<file path="src/rtl/spi_burst_pkg.sv">
package spi_burst_pkg;
  localparam int unsigned CNT_W    = 24;
  localparam int unsigned CS_SEL_W = 2;
  localparam int unsigned NCS      = 1 << CS_SEL_W;

  typedef enum logic [2:0] {
    A_CTRL  = 3'd0,
    A_XFER  = 3'd1,
    A_FCTL  = 3'd2,
    A_STAT  = 3'd3,
    A_BURST = 3'd4,
    A_XMIT  = 3'd5,
    A_TXD   = 3'd6,
    A_RXD   = 3'd7
  } reg_addr_e;

  typedef struct packed {
    logic                cs_lvl;
    logic [CS_SEL_W-1:0] cs_sel;
    logic                act_low;
    logic                cpol;
    logic                cpha;
  } xfer_cfg_t;
endpackage

</file>
<file path="src/rtl/spi_byte_fifo.sv">
module spi_byte_fifo #(
  parameter  int unsigned DEPTH = 64,
  parameter  int unsigned WIDTH = 8,
  localparam int unsigned PW    = $clog2(DEPTH),
  localparam int unsigned CW    = PW + 1
) (
  input  logic             clk_i,
  input  logic             rst_ni,
  input  logic             clr_i,
  input  logic             push_i,
  input  logic [WIDTH-1:0] wdata_i,
  input  logic             pop_i,
  output logic [WIDTH-1:0] rdata_o,
  output logic [CW-1:0]    count_o,
  output logic             full_o,
  output logic             empty_o
);
  logic [WIDTH-1:0] mem [DEPTH];
  logic [PW-1:0]    wptr, rptr;
  logic [CW-1:0]    cnt;
  logic             do_push, do_pop;

  assign full_o  = (cnt == CW'(DEPTH));
  assign empty_o = (cnt == '0);
  assign do_push = push_i && !full_o;
  assign do_pop  = pop_i && !empty_o;
  assign rdata_o = mem[rptr];
  assign count_o = cnt;

  function automatic logic [PW-1:0] nxt(input logic [PW-1:0] p);
    return (p == PW'(DEPTH - 1)) ? '0 : p + 1'b1;
  endfunction

  always_ff @(posedge clk_i) begin
    if (do_push && !clr_i) mem[wptr] <= wdata_i;
  end

  always_ff @(posedge clk_i or negedge rst_ni) begin
    if (!rst_ni) begin
      wptr <= '0;
      rptr <= '0;
      cnt  <= '0;
    end else if (clr_i) begin
      wptr <= '0;
      rptr <= '0;
      cnt  <= '0;
    end else begin
      if (do_push) wptr <= nxt(wptr);
      if (do_pop)  rptr <= nxt(rptr);
      case ({do_push, do_pop})
        2'b10:   cnt <= cnt + 1'b1;
        2'b01:   cnt <= cnt - 1'b1;
        default: cnt <= cnt;
      endcase
    end
  end
endmodule

</file>
<file path="src/rtl/spi_shift_engine.sv">
module spi_shift_engine #(
  parameter int unsigned CNT_W = 24
) (
  input  logic             clk_i,
  input  logic             rst_ni,
  input  logic             run_i,
  input  logic             start_i,
  input  logic [CNT_W-1:0] burst_i,
  input  logic [CNT_W-1:0] xmit_i,
  input  logic             cpol_i,
  input  logic             cpha_i,
  input  logic             tick_i,
  input  logic [7:0]       tx_data_i,
  input  logic             tx_empty_i,
  input  logic             miso_i,
  output logic             tx_pop_o,
  output logic             rx_push_o,
  output logic [7:0]       rx_data_o,
  output logic             busy_o,
  output logic             sclk_o,
  output logic             mosi_o
);
  logic             busy, sclk_ph, mosi_q;
  logic [3:0]       edge_cnt;
  logic [CNT_W-1:0] bytes_left, xmit_left, xl_cur;
  logic [7:0]       tx_sr, rx_sr, byte_in;
  logic             start_go, edge_ev, last_edge, next_load, take, sample, shift;

  assign start_go  = start_i && !busy && run_i && (burst_i != '0);
  assign edge_ev   = busy && run_i && tick_i;
  assign last_edge = edge_ev && (edge_cnt == 4'd15);
  assign next_load = last_edge && (bytes_left != CNT_W'(1));
  assign xl_cur    = start_go ? xmit_i : xmit_left;
  assign take      = (start_go || next_load) && (xl_cur != '0) && !tx_empty_i;
  assign byte_in   = take ? tx_data_i : 8'h00;
  // sampling edge: leading (even count) for cpha=0, trailing (odd) for cpha=1
  assign sample    = edge_ev && (edge_cnt[0] == cpha_i);
  assign shift     = edge_ev && !sample;

  assign tx_pop_o  = take;
  assign rx_push_o = last_edge;
  assign rx_data_o = cpha_i ? {rx_sr[6:0], miso_i} : rx_sr;
  assign busy_o    = busy;
  assign sclk_o    = cpol_i ^ sclk_ph;
  assign mosi_o    = mosi_q;

  always_ff @(posedge clk_i or negedge rst_ni) begin
    if (!rst_ni) begin
      busy       <= 1'b0;
      sclk_ph    <= 1'b0;
      mosi_q     <= 1'b0;
      edge_cnt   <= '0;
      bytes_left <= '0;
      xmit_left  <= '0;
      tx_sr      <= '0;
      rx_sr      <= '0;
    end else if (busy && !run_i) begin
      busy     <= 1'b0;
      sclk_ph  <= 1'b0;
      edge_cnt <= '0;
    end else if (start_go) begin
      busy       <= 1'b1;
      sclk_ph    <= 1'b0;
      edge_cnt   <= '0;
      bytes_left <= burst_i;
      xmit_left  <= (xmit_i != '0) ? xmit_i - 1'b1 : '0;
      if (cpha_i) tx_sr <= byte_in;
      else begin
        mosi_q <= byte_in[7];
        tx_sr  <= {byte_in[6:0], 1'b0};
      end
    end else if (edge_ev) begin
      sclk_ph  <= ~sclk_ph;
      edge_cnt <= edge_cnt + 1'b1;
      if (sample) rx_sr <= {rx_sr[6:0], miso_i};
      if (last_edge) begin
        if (next_load) begin
          bytes_left <= bytes_left - 1'b1;
          xmit_left  <= (xmit_left != '0) ? xmit_left - 1'b1 : '0;
          if (cpha_i) tx_sr <= byte_in;
          else begin
            mosi_q <= byte_in[7];
            tx_sr  <= {byte_in[6:0], 1'b0};
          end
        end else begin
          busy <= 1'b0;
        end
      end else if (shift) begin
        mosi_q <= tx_sr[7];
        tx_sr  <= {tx_sr[6:0], 1'b0};
      end
    end
  end
endmodule

</file>
<file path="src/rtl/spi_cs_ctrl.sv">
module spi_cs_ctrl #(
  parameter  int unsigned NCS   = 4,
  localparam int unsigned SEL_W = $clog2(NCS)
) (
  input  logic [SEL_W-1:0] sel_i,
  input  logic             act_low_i,
  input  logic             level_i,
  output logic [NCS-1:0]   cs_o
);
  for (genvar i = 0; i < NCS; i++) begin : g_cs
    assign cs_o[i] = (sel_i == SEL_W'(i)) ? level_i : act_low_i;
  end
endmodule

</file>
<file path="src/rtl/spi_burst_master.sv">
module spi_burst_master
  import spi_burst_pkg::*;
#(
  parameter  int unsigned FIFO_DEPTH = 64,
  localparam int unsigned FCW        = $clog2(FIFO_DEPTH) + 1
) (
  input  logic           clk_i,
  input  logic           rst_ni,
  input  logic           req_i,
  input  logic           we_i,
  input  logic [2:0]     addr_i,
  input  logic [31:0]    wdata_i,
  output logic [31:0]    rdata_o,
  input  logic           sclk_tick_i,
  output logic           spi_sclk_o,
  output logic           spi_mosi_o,
  input  logic           spi_miso_i,
  output logic [NCS-1:0] spi_cs_o
);
  logic             en_q, master_q, run, busy;
  xfer_cfg_t        cfg;
  logic [CNT_W-1:0] burst_q, xmit_q;
  logic             wr, rd, start, tx_clr, rx_clr, tx_push, rx_pop;
  logic             tx_pop, rx_push, tx_full, tx_empty, rx_full, rx_empty;
  logic [7:0]       tx_head, rx_head, rx_byte;
  logic [FCW-1:0]   tx_cnt, rx_cnt;
  logic             cfg_cpol, cfg_cpha, cfg_act_low;
  logic [CS_SEL_W-1:0] cfg_cs_sel;
  reg_addr_e        a;

  assign a       = reg_addr_e'(addr_i);
  assign wr      = req_i && we_i;
  assign rd      = req_i && !we_i;
  assign run     = en_q && master_q;
  assign start   = wr && (a == A_XFER) && wdata_i[7];
  assign tx_clr  = wr && (a == A_FCTL) && wdata_i[0];
  assign rx_clr  = wr && (a == A_FCTL) && wdata_i[1];
  assign tx_push = wr && (a == A_TXD);
  assign rx_pop  = rd && (a == A_RXD);

  assign cfg_cpol    = cfg.cpol;
  assign cfg_cpha    = cfg.cpha;
  assign cfg_act_low = cfg.act_low;
  assign cfg_cs_sel  = cfg.cs_sel;

  always_ff @(posedge clk_i or negedge rst_ni) begin
    if (!rst_ni) begin
      en_q     <= 1'b0;
      master_q <= 1'b0;
      cfg      <= '0;
      burst_q  <= '0;
      xmit_q   <= '0;
    end else if (wr) begin
      case (a)
        A_CTRL:  {master_q, en_q} <= wdata_i[1:0];
        A_XFER:  cfg <= {wdata_i[6:4], wdata_i[2:0]};
        A_BURST: burst_q <= wdata_i[CNT_W-1:0];
        A_XMIT:  xmit_q  <= wdata_i[CNT_W-1:0];
        default: ;
      endcase
    end
  end

  always_comb begin
    rdata_o = '0;
    case (a)
      A_CTRL:  rdata_o = {30'b0, master_q, en_q};
      A_XFER:  rdata_o = {24'b0, busy, cfg.cs_lvl, cfg.cs_sel, 1'b0,
                          cfg.act_low, cfg.cpol, cfg.cpha};
      A_STAT:  rdata_o = {16'(tx_cnt), 16'(rx_cnt)};
      A_BURST: rdata_o = {{(32-CNT_W){1'b0}}, burst_q};
      A_XMIT:  rdata_o = {{(32-CNT_W){1'b0}}, xmit_q};
      A_RXD:   rdata_o = rx_empty ? 32'h0 : {24'b0, rx_head};
      default: rdata_o = '0;
    endcase
  end

  spi_byte_fifo #(.DEPTH(FIFO_DEPTH), .WIDTH(8)) u_tx_fifo (
    .clk_i, .rst_ni, .clr_i(tx_clr), .push_i(tx_push), .wdata_i(wdata_i[7:0]),
    .pop_i(tx_pop), .rdata_o(tx_head), .count_o(tx_cnt), .full_o(tx_full),
    .empty_o(tx_empty)
  );

  spi_byte_fifo #(.DEPTH(FIFO_DEPTH), .WIDTH(8)) u_rx_fifo (
    .clk_i, .rst_ni, .clr_i(rx_clr), .push_i(rx_push), .wdata_i(rx_byte),
    .pop_i(rx_pop), .rdata_o(rx_head), .count_o(rx_cnt), .full_o(rx_full),
    .empty_o(rx_empty)
  );

  spi_shift_engine #(.CNT_W(CNT_W)) u_engine (
    .clk_i, .rst_ni, .run_i(run), .start_i(start), .burst_i(burst_q),
    .xmit_i(xmit_q), .cpol_i(cfg.cpol), .cpha_i(cfg.cpha), .tick_i(sclk_tick_i),
    .tx_data_i(tx_head), .tx_empty_i(tx_empty), .miso_i(spi_miso_i),
    .tx_pop_o(tx_pop), .rx_push_o(rx_push), .rx_data_o(rx_byte),
    .busy_o(busy), .sclk_o(spi_sclk_o), .mosi_o(spi_mosi_o)
  );

  spi_cs_ctrl #(.NCS(NCS)) u_cs (
    .sel_i(cfg.cs_sel), .act_low_i(cfg.act_low), .level_i(cfg.cs_lvl),
    .cs_o(spi_cs_o)
  );

  logic unused_bits;
  assign unused_bits = ^{wdata_i[31:CNT_W], tx_full, rx_full};
endmodule

</file>
<file path="config.mk">
export PLATFORM = sky130hd
export DESIGN_NAME = spi_burst_master
export DESIGN_NICKNAME = d
export VERILOG_FILES = /design/src/rtl/spi_burst_pkg.sv /design/src/rtl/spi_byte_fifo.sv /design/src/rtl/spi_shift_engine.sv /design/src/rtl/spi_cs_ctrl.sv /design/src/rtl/spi_burst_master.sv
export SDC_FILE = /design/constraint.sdc
export NUM_CORES = 1
export LEC_CHECK = 0
export BUFFER_PORTS_ARGS = -buffer_cell sky130_fd_sc_hd__buf_2
export CAP_MARGIN = 5
export CELL_PAD_IN_SITES_DETAIL_PLACEMENT = 2
export CELL_PAD_IN_SITES_GLOBAL_PLACEMENT = 2
export CORE_UTILIZATION = 44
export DETAILED_ROUTE_END_ITERATION = 12
export HOLD_SLACK_MARGIN = 0.02
export PLACE_DENSITY = 0.77
export REMOVE_ABC_BUFFERS = 1
export SLEW_MARGIN = 20
export SYNTH_ARGS = -nofsm -noshare
export SYNTH_HDL_FRONTEND = slang
export SYNTH_HIERARCHICAL = 1
export SYNTH_SLANG_ARGS = --single-unit
</file>
<file path="constraint.sdc">
create_clock -name clk_i -period 4.2 [get_ports clk_i]
set_input_delay 0.21 -clock clk_i [delete_from_list [all_inputs] [get_ports clk_i]]
set_output_delay 0.21 -clock clk_i [all_outputs]
set_load 0.005 [all_outputs]
</file>
==> key figures <==
Detailed routing
  – Vias per Instance: roughly 6.4
  – WL final: between 150000 and 200000 um
  – Initial DRC count: about 3300
  – Routed len/inst: roughly 36 um
  – TritonRoute pass-1 iters: 6
  – Antenna-violating nets left: 0
  – Via count: between 30000 and 40000
  – DRC: 0

Critical path
  – CP Class: reg -> out
  – Worst setup EP type: output pin
  – Reg2reg path depth: 13
  – Worst endpoint required time: between 3 and 4 ns
  – Crit start category: flip-flop
  – CP Max Fanout: 18
  – R2R setup slack: roughly 0.18 ns
  – CP arrival: 4.05 ns
  – Worst reg2reg path endpoint: u_tx_fifo/count_o[6]
  – Worst R2R Start: u_engine/bytes_left[9]

Finish
  – Commonest non-fill, non-tap cell in the layout: edfxtp_1
  – Final std cells w/o fill: approximately 4800
  – Final nets: ~3200
  – Register area: 34890 um2
  – Share of layout cells above drive strength 1: 0.2653
  – FILL cells: 10020
  – Multi-input logic area: about 14000 um2
  – Synthesis-to-finish area growth: 15.96%
  – Most frequent cells in the layout: 1024 x edfxtp_1, 240 x mux4_2, 239 x nor2_1
  – # diodes: 0

STA
  – Tightest Pin Transition: 1.180 ns
  – Final WS setup: -0.06496 ns
  – Fin Hold WS: approximately 0.044 ns
  – RSZ-0062 raised after global routing: true
  – Final Skew: approximately 0.047 ns
  – Fmax: 234.5 MHz
  – Fin crit period: between 4 and 5 ns
  – Final Hold Viols: 0
  – Final worst-path cycle share: 1.015
  – Post-Route Setup TNS: -0.07194 ns
  – Pins over their slew limit: 0
  – Max transition margin: 0.2134
  – Finish-stage setup viols: 2

Clocking
  – CTS tree: yes
  – CTS Sinks: roughly 1200
  – CTS H-tree depth: 4
  – Largest buffer count on any clock path: 3
  – CTS root buf: clkbuf_16
  – Clock-pin slew on the worst setup and hold paths: 0.07 ns
  – Clock Latency Late Sink: about 0.77 ns
  – CTS Buf Count: between 100 and 150

Yosys
  – Post-Syn Instances: between 2000 and 3000
  – Avg Inst Size Synth: about 17 um2
  – Mapped Area: roughly 50000 um2
  – Yosys warns: 6

Global route
  – Antenna violations before repair: 2
  – First-pass GRT wire length: around 250000 um
  – Vias in the first global route: ~33000
  – Total GRT Usage: 0.2980
  – Total gr overflow: 0
  – Largest net degree at the start of global routing: 69

Die
  – Core Rows: 123
  – Core ar.: 112300 um2
  – Full die area: 114600 um2
  – Die height: approximately 340 um
  – Boundary pin count: 79
  – Die width: 338.5 um
  – Initial Util: 0.4434

Min path
  – Worst min-delay path category: in -> async

Placed design
  – PortBufs: 62
  – DP HPWL: roughly 100000 um
  – Pre-CTS setup slack: roughly 0.016 ns
  – Placed cells: between 4000 and 5000
  – Routability Congestion: between 0.8 and 0.9

Run status
  – Violated checks: negative setup slack
  – Status: finished with violations

Flow run
  – MaxCap Viol Count: 0

Pwr
  – Pwr/cell area: 497.5 nW/um2
  – Worst VDD drop: about 430 uV
  – LEAKAGE: roughly 0.020 uW
through the flow:
stage / util / area [um2] / power, uW
2_1_floorplan: - / 48980 / 15590
3_3_place_gp: 0.4718 / 53010 / 16560
3_5_place_dp: 0.4718 / 53010 / 16760
4_1_cts: 0.5135 / 57690 / 28870
5_1_grt: 0.5142 / 57760 / 29460
6_report: 0.5142 / 57760 / 28740
critical path: stages (launching register included):
cell	delay, ns
dfrtp_4	0.43
buf_4	0.16
buf_12	0.19
buf_4	0.18
mux4_2	0.51
a22oi_1	0.32
nand4_1	0.26
o21ai_1	0.32
nor3_2	0.13
a2bb2oi_1	0.27
o21ai_0	0.30
buf_2	0.22
state kept, by name, indices dropped and copies added (netlist names), 2 cells and up:
register             cells
u_rx_fifo/count_o        7
u_rx_fifo/wptr           6
u_rx_fifo/mem          512
xmit_q                  24
u_engine/bytes_left     24
u_engine/tx_sr           8
u_tx_fifo/mem          512
u_tx_fifo/rptr           6
cfg_cs_sel               2
u_rx_fifo/rptr           6
burst_q                 24
u_tx_fifo/wptr           6
u_tx_fifo/count_o        7
u_engine/edge_cnt        4
u_engine/xmit_left      24
u_engine/rx_sr           8
power breakdown:
part / total (uW) / switching (uW) / internal [uW]
Combinational: 3340 / 1890 / 1440
Clock: 12000 / 5060 / 6900
Sequential: 13400 / 458 / 13000
Total: 28700 / 7410 / 21300
what timing repair did:
action,in CTS,in global routing
hold buffers,20,0
endpoints found under the hold margin,106,0
setup buffers,9,0
pin swaps,1,3
gates resized for setup,13,18
setup endpoints to repair,9,6
layout make-up:
| type | count | area share |
|---|---|---|
| repair buffers | 317 | 0.04207 |
| inverters | 19 | 0.001235 |
| well taps | 1500 | 0.03249 |
| flip-flops and latches | 1189 | 0.6041 |
| clock inverters | 70 | 0.01419 |
| clock buffers | 166 | 0.06100 |
| multi-input cells | 1522 | 0.2449 |
how the worst max path moves through the flow:
stage,startpoint,to,slack [ns],depth (start not counted)
5_1_grt,u_rx_fifo/rptr[0],rdata_o[3],-0.05,9
2_1_floorplan,u_tx_fifo/rptr[0],u_engine/tx_sr[6],-2.94,8
3_5_place_dp,u_engine/bytes_left[9],u_tx_fifo/count_o[6],0.02,13
6_report,u_rx_fifo/rptr[0],rdata_o[4],-0.06,11
4_1_cts,u_rx_fifo/rptr[0],rdata_o[4],0.005,11
3_3_place_gp,u_engine/bytes_left[9],u_tx_fifo/count_o[6],0.05,13
per-layer routing:
layer	global-route usage	up-vias	wire, um
met1	0.3837	16480	67000
met2	0.5106	1484	86820
met5	0	-	13
met4	0.1193	2	6409
met3	0.04111	387	10090
li1	-	12200	-
(Power assumes the default switching activity.)
